[src/rtl/pwm_blank_pkg.sv]
package pwm_blank_pkg;
  typedef enum logic [1:0] {
    END_NONE = 2'd0,
    END_CMP  = 2'd1,
    END_OC   = 2'd2,
    END_MAX  = 2'd3
  } end_cause_e;
endpackage

[src/rtl/pwm_saw_timer.sv]
module pwm_saw_timer #(
  parameter int PERIOD = 833,
  localparam int CW = $clog2(PERIOD)
) (
  input  logic clk,
  input  logic rst,
  output logic wrap_o
);
  logic [CW-1:0] cnt;

  assign wrap_o = (cnt == CW'(PERIOD - 1));

  always_ff @(posedge clk) begin
    if (rst)         cnt <= '0;
    else if (wrap_o) cnt <= '0;
    else             cnt <= cnt + CW'(1);
  end
endmodule

[src/rtl/pwm_ontime_calc.sv]
module pwm_ontime_calc #(
  parameter int ERR_W  = 8,
  parameter int AW     = 10,
  parameter int MAX_ON = 558,
  parameter int MIN_ON = 17,
  parameter int KNEE   = 40,
  parameter int SLOPE  = 3
) (
  input  logic [ERR_W-1:0] err_i,
  output logic [AW-1:0]    width_o
);
  int excess;
  int raw;

  always_comb begin
    excess = int'(err_i) - KNEE;
    if (excess < 0) excess = 0;
    raw = MAX_ON - excess * SLOPE;
    if (raw < MIN_ON) raw = MIN_ON;
    width_o = AW'(raw);
  end
endmodule

[src/rtl/pwm_gate_latch.sv]
module pwm_gate_latch
  import pwm_blank_pkg::*;
#(
  parameter int AW     = 10,
  parameter int MAX_ON = 558,
  parameter int BLANK  = 18
) (
  input  logic          clk,
  input  logic          rst,
  input  logic          en_i,
  input  logic          oc_i,
  input  logic          start_i,
  input  logic [AW-1:0] width_i,
  output logic          gate_o,
  output logic          cs_o,
  output logic [1:0]    status_o
);
  logic          gate_q;
  logic          cs_q;
  logic [AW-1:0] age;
  logic [AW-1:0] width_q;
  end_cause_e    cause_q;

  always_ff @(posedge clk) begin
    if (rst) begin
      gate_q  <= 1'b0;
      cs_q    <= 1'b0;
      age     <= '0;
      width_q <= '0;
      cause_q <= END_NONE;
    end else begin
      cs_q <= start_i;
      if (start_i && en_i) begin
        gate_q  <= 1'b1;
        age     <= AW'(1);
        width_q <= width_i;
      end else if (gate_q) begin
        if (!en_i) begin
          gate_q  <= 1'b0;
          cause_q <= END_NONE;
        end else if (oc_i && age > AW'(BLANK)) begin
          gate_q  <= 1'b0;
          cause_q <= END_OC;
        end else if (age >= AW'(MAX_ON)) begin
          gate_q  <= 1'b0;
          cause_q <= END_MAX;
        end else if (age >= width_q) begin
          gate_q  <= 1'b0;
          cause_q <= END_CMP;
        end else begin
          age <= age + AW'(1);
        end
      end
    end
  end

  assign gate_o   = gate_q & en_i;
  assign cs_o     = cs_q;
  assign status_o = cause_q;
endmodule

[src/rtl/pwm_blank_mod.sv]
module pwm_blank_mod #(
  parameter int PERIOD = 833,
  parameter int ERR_W  = 8,
  parameter int MAX_ON = 558,
  parameter int MIN_ON = 17,
  parameter int KNEE   = 40,
  parameter int SLOPE  = 3,
  parameter int BLANK  = 18
) (
  input  logic             clk,
  input  logic             rst,
  input  logic             en_i,
  input  logic [ERR_W-1:0] err_i,
  input  logic             oc_i,
  output logic             gate_o,
  output logic             cycle_start_o,
  output logic [1:0]       status_o
);
  localparam int AW = $clog2(PERIOD + 1);

  logic          wrap;
  logic [AW-1:0] width;

  pwm_saw_timer #(.PERIOD(PERIOD)) u_timer (
    .clk(clk), .rst(rst), .wrap_o(wrap)
  );

  pwm_ontime_calc #(
    .ERR_W(ERR_W), .AW(AW), .MAX_ON(MAX_ON), .MIN_ON(MIN_ON),
    .KNEE(KNEE), .SLOPE(SLOPE)
  ) u_calc (
    .err_i(err_i), .width_o(width)
  );

  pwm_gate_latch #(.AW(AW), .MAX_ON(MAX_ON), .BLANK(BLANK)) u_latch (
    .clk(clk), .rst(rst), .en_i(en_i), .oc_i(oc_i),
    .start_i(wrap), .width_i(width),
    .gate_o(gate_o), .cs_o(cycle_start_o), .status_o(status_o)
  );
endmodule

[config.mk]
export PLATFORM = sky130hd
export DESIGN_NAME = pwm_blank_mod
export DESIGN_NICKNAME = d
export VERILOG_FILES = /design/src/rtl/pwm_blank_pkg.sv /design/src/rtl/pwm_saw_timer.sv /design/src/rtl/pwm_ontime_calc.sv /design/src/rtl/pwm_gate_latch.sv /design/src/rtl/pwm_blank_mod.sv
export SDC_FILE = /design/constraint.sdc
export NUM_CORES = 1
export LEC_CHECK = 0
export CORE_ASPECT_RATIO = 1.1
export CORE_MARGIN = 2
export CORE_UTILIZATION = 30
export CTS_BUF_LIST = sky130_fd_sc_hd__clkbuf_4 sky130_fd_sc_hd__clkbuf_8 sky130_fd_sc_hd__clkbuf_16
export CTS_CLUSTER_DIAMETER = 30
export DETAILED_ROUTE_END_ITERATION = 8
export SLEW_MARGIN = 20
export SYNTH_ARGS = -nofsm -noshare
export SYNTH_HDL_FRONTEND = slang
export SYNTH_SLANG_ARGS = --single-unit
[constraint.sdc]
create_clock -name clk -period 4.6 [get_ports clk]
set_input_delay 0.46 -clock clk [delete_from_list [all_inputs] [get_ports clk]]
set_output_delay 0.46 -clock clk [all_outputs]
set_load 0.1 [all_outputs]
Word level (Yosys, flattened, before mapping)
Index checks and enable logic that the tools add are counted.
Word-level totals
  register bits after elaboration: 34
  output and inout port bits: 4
  logic and storage cells: 54
Cells by class
  add/subtract/negate cells: 4
  $mul: 1
  order comparisons: 5
  eq/ne operators: 5
  mux-type cells: 18
  bitwise operators: 5
  reductions and logical operators: 9
Operators with widths (count)
  $lt A32 B1 Y1 const B: 1
  $lt A32 B6 Y1 const B: 1
  $mul A32 B3 Y32 const B: 1
  $mux W32: 1
  $sub A11 B32 Y32 const A: 1
  $add A10 B1 Y10 const B: 2
  $mux W1: 12
  $eq A10 B10 Y1 const B: 1
  $ge A10 B10 Y1: 1
  $ge A10 B10 Y1 const B: 1
  $gt A10 B5 Y1 const B: 1
  $mux W10: 1
  $reduce_and A5 Y1: 2
  $sub A8 B6 Y9 const B: 1
  $mux W2: 4
  $ne A2 B1 Y1 const B: 3
  $ne A4 B1 Y1 const B: 1
  $not A1 Y1: 4
  $reduce_bool A2 Y1: 2
  $reduce_or A2 Y1: 2
  $reduce_and A3 Y1: 1
  $logic_and A1 B1 Y1: 2
  $and A1 B1 Y1: 1

Longest topological paths before layout
  depth after elaboration: 7
  gate-level depth with buffers: 16

Cells and area by module
From an unflattened synthesis, not the netlist that was laid out.
Second synthesis, totals
  cells, all modules: 318
  area total of the unflattened synthesis: 2578.7 µm²
By module, submodules not included
  pwm_gate_latch: instances 1, cells an instance 167, area an instance 1356.3 µm², seq. area each 480.5 µm²
  pwm_ontime_calc: instances 1, cells an instance 95, area an instance 724.4 µm², seq. area each 0.0 µm²
  pwm_saw_timer: instances 1, cells an instance 56, area an instance 498.0 µm², seq. area each 200.2 µm²

Worst setup path after synthesis
No wires, ideal clock.
  kind: input -> register
  from: input port err_i[4]
  to: register u_latch.width_q[1]
  data arrival time: 3.629 ns
  required time: 4.483 ns
  setup slack: 0.854 ns
  stages on the path: 16
  path through: o21ai_0 nand2_1 mux2_2 inv_1 ha_1 inv_1 fa_1 ha_1 or2_2 o311a_1 o31ai_1 nor2b_1 ha_1 nor4bb_1 nand4_1 a32o_1
On the way
  longest elaborated chain between the ends: 7
Ends and longest elaborated chain
  start: declaration: RTL line pwm_blank_mod.sv:13  | input logic [ERR_W-1:0] err_i,
  $sub A8 B6 Y9 *: RTL line pwm_ontime_calc.sv:16  | excess = int'(err_i) - KNEE;
  $lt A32 B1 Y1: RTL line pwm_ontime_calc.sv:17  | if (excess < 0) excess = 0;
  $mux W32 *: RTL line pwm_ontime_calc.sv:17
  $mul A32 B3 Y32 *: RTL line pwm_ontime_calc.sv:18  | raw = MAX_ON - excess * SLOPE;
  $sub A11 B32 Y32 *: RTL line pwm_ontime_calc.sv:18
  $lt A32 B6 Y1: RTL line pwm_ontime_calc.sv:19  | if (raw < MIN_ON) raw = MIN_ON;
  $mux W10 *: RTL line pwm_ontime_calc.sv:19
  end signal: assignment: RTL line pwm_gate_latch.sv:36  | width_q <= width_i;
  end: declaration: RTL line pwm_gate_latch.sv:21  | logic [AW-1:0] width_q;
Mark *: on every way between the ends. The rest lies on a longest branch, timed or not.
A chain may end at the register's enable or synchronous reset.

Worst setup path in the final report
  from: input port err_i[4]
  to: register u_latch.width_q[2]
The elaborated chain is that of the path after synthesis.

==> flow_metrics.env <==
export IMPL_ys_seq_elements=34
export IMPL_p_seq_frac=0.380
export IMPL_reg2reg_depth=9
export IMPL_drtIter0Drc=73
export IMPL_clk_pin_slew_ps=70
export IMPL_worst_path_buf_inv=3
export IMPL_finalHoldViolCount=0
export IMPL_grt_pass1_vias=1951
export IMPL_num_rows=33
export IMPL_yosys_warnings=0
export IMPL_drc=0
export IMPL_syn_to_final_growth_pct=16.5
export IMPL_cts_path_max_buffers=2
export IMPL_min_to="u_latch.status_o[1]"
export IMPL_vias_per_cell=5.02
export IMPL_end_kind="register"
export IMPL_crit_path_max_fanout=5
export IMPL_crit_path_top_delay_cell="clkdlybuf4s50_1"
export IMPL_drt_total_wl_mm=4.96
export IMPL_cts_tree="yes"
export IMPL_status="finished, final reports clean"
export IMPL_ys_flop_type="dfxtp_1"
export IMPL_vias=2008
export IMPL_critPathLaunchType="primary input"
export IMPL_crit_type="primary input to register"
export IMPL_p_leak_nw=1.02
export IMPL_cp_top_family="simple AND/OR/NAND/NOR gates"
export IMPL_portBuffers=15
export IMPL_sw_frac_of_total=0.296
export IMPL_grt_usage=0.130
export IMPL_worst_pin_slew_ps=968
export IMPL_syn_cell_area_um2=2310
export IMPL_synth_most_common_cell="dfxtp_1"
export IMPL_grt_first_pass_wirelength_mm=8.80
export IMPL_die_h_um=96.1
export IMPL_dieArea_um2=8430
export IMPL_start_util=0.310
export IMPL_clkPwrFrac=0.357
export IMPL_max_slew_margin=0.353
export IMPL_pre_cts_ws_ps=34.3
export IMPL_fin_setup_tns_ps=0
export IMPL_reg2reg_to="u_latch.age[5]"
export IMPL_max_freq_mhz=232
export IMPL_grt_max_degree=14
export IMPL_synth_cell_types=43
export IMPL_setup_viol=0
export IMPL_placed_cell_area_um2=2580
export IMPL_cts_root_buf="clkbuf_8"
export IMPL_rrSetupSlack_ps=1830
export IMPL_max_stage_delay_ps=460
export IMPL_syn_instance_count=276
export IMPL_synth_common_cells="34 x dfxtp_1, 31 x ha_1, 29 x inv_1"
export IMPL_drv_cap=0
export IMPL_yosysTopAreaCell="dfxtp_1"
export IMPL_p_comb_frac=0.263
export IMPL_gp_congestion=0.796
export IMPL_layout_drive_gt1_share=0.0508
export IMPL_p_int_mw=0.553
export IMPL_fin_ws_ps=282
export IMPL_place_hpwl_mm=3.78
export IMPL_nets=339
export IMPL_synth_fp_nets=321
export IMPL_timing_final_crit_share=0.939
export IMPL_hp_start="u_latch.status_o[1]"
export IMPL_utilization=0.361
export IMPL_powerDensity_nw_per_um2=291
export IMPL_arrival_ps=4500
export IMPL_drtPass1Iterations=5
export IMPL_final_max_slew_violation_count=0
export IMPL_finish_instance_area_um2=2700
export IMPL_numCtsBuffers=5
export IMPL_async_flop_share=0
export IMPL_final_setup_skew_ps=9.34
export IMPL_num_io_pins=16
export IMPL_insertedDiodeCount=0
export IMPL_die_x_um=87.7
export IMPL_cts_sinks=34
export IMPL_hold_depth=1
export IMPL_p_sw_mw=0.233
export IMPL_synth_top_area_frac=0.294
export IMPL_synthTopCellsByArea="dfxtp_1 29%, ha_1 17%, inv_1 4.7%, nor2_1 4.2%, a21oi_1 3.2%"
export IMPL_cts_max_level=2
export IMPL_ctsHoldBuffers=0
export IMPL_core_area_um2=7470
export IMPL_cp_required_ps=4780
export IMPL_r2r_start="u_latch.age[0]"
export IMPL_cts_setup_buffers=0
export IMPL_cp_cell_sequence="clkdlybuf4s50_1 > o21ai_0 > nand2_1 > mux2_2 > inv_1 > ha_1 > inv_1 > fa_1 > ha_1 > or2_2 > o311a_1 > o31ai_1 > nor2b_1 > ha_1 > nor4bb_1 > nand4_1 > a32o_1"
export IMPL_holdCritPathClass="register to register"
export IMPL_synth_edf_count=0
export IMPL_wl_per_cell_um=12.4
export IMPL_crit_top_cell="ha_1"
export IMPL_max_vdd_ir_drop_v=0.000178
export IMPL_clock_latency_ps=290
export IMPL_globalRoute_totalOverflow=0
export IMPL_rsz0062_at_grt="false"
export IMPL_yosysSeqAreaShare=0.294
export IMPL_ant_nets=0
export IMPL_period_needed_ps=4320
export IMPL_antenna_found_initial=0
export IMPL_post_cts_resized=0
export IMPL_avgSynthCellArea_um2=8.38
metrics by stage:
step / hold WS (ps) / instances / total power [mW]
floorplan: 437 / 276 / 0.461
global placement: 449 / 392 / 0.510
detailed placement: 457 / 392 / 0.513
CTS: 476 / 400 / 0.793
global route: 490 / 400 / 0.831
finish: 465 / 400 / 0.786
sequential cells by signal, indices dropped and copies added (netlist names):
register          cells
u_latch.age          10
u_latch.width_q      10
u_latch.gate_q        1
u_latch.cs_o          1
u_timer.cnt          10
u_latch.status_o      2
layout by cell type, fill, tap and decap left out, drive strengths merged, types with 10 or more instances in the layout:
cell	instances
clkdlybuf4s50	15
a21oi	15
nand2	15
inv	29
ha	31
nor2	26
o21ai	14
or3	10
dfxtp	34
nand3	10
worst max path at each step:
stage / from / endpoint / slack, ps / cells after the start
after floorplan: err_i[4] / u_latch.width_q[1] / 850 / 16
after global placement: err_i[4] / u_latch.width_q[2] / 180 / 17
after detailed placement: err_i[4] / u_latch.width_q[2] / 30 / 17
after CTS: err_i[4] / u_latch.width_q[2] / 310 / 17
after global routing: err_i[4] / u_latch.width_q[3] / 20 / 15
final: err_i[4] / u_latch.width_q[2] / 280 / 17
cell type report:
| class | count | area, um2 |
|---|---|---|
| well taps | 105 | 131 |
| multi-input cells | 208 | 1500 |
| clock buffers | 5 | 68.8 |
| flip-flops and latches | 34 | 681 |
| repair buffers | 16 | 158 |
| clock inverters | 3 | 45.0 |
| inverters | 29 | 109 |
| fillers | 774 | 4780 |
kinds of logic (layout without fill, tap and decap cells):
group,count (synthesis),count (layout),share of synthesized area
flops,34,34,0.294
xor+xnor,14,14,0.0530
buf+inv,34,53,0.0557
fa+ha+maj,33,33,0.185
mux,2,2,0.00973
simple gates,94,94,0.213
compound gates,65,65,0.189
worst reg2reg max path, cell delays in order (launching register included):
cell and delay [ps]:
dfxtp_1 480, inv_1 110, ha_1 280, nand2b_1 140, a21o_1 190, a2111oi_2 400
o211ai_1 350, buf_4 290, or3_1 340, a21oi_1 140
routing by layer:
layer / vias to the layer above / global-route usage / share of wire
met5: - / 0 / 0
met4: 0 / 0.0462 / 0.018
met3: 11 / 0.0214 / 0.029
met2: 40 / 0.227 / 0.48
met1: 921 / 0.161 / 0.47
li1: 1036 / - / -
power by group through the flow:
stage / combinational (mW) / sequential (mW) / clock, mW
after floorplan: 0.155 / 0.305 / 0
after global placement: 0.204 / 0.306 / 0
after detailed placement: 0.207 / 0.306 / 0
after CTS: 0.208 / 0.299 / 0.286
after global routing: 0.234 / 0.299 / 0.298
final: 0.207 / 0.299 / 0.280
Power figures use the tool's default switching activity.
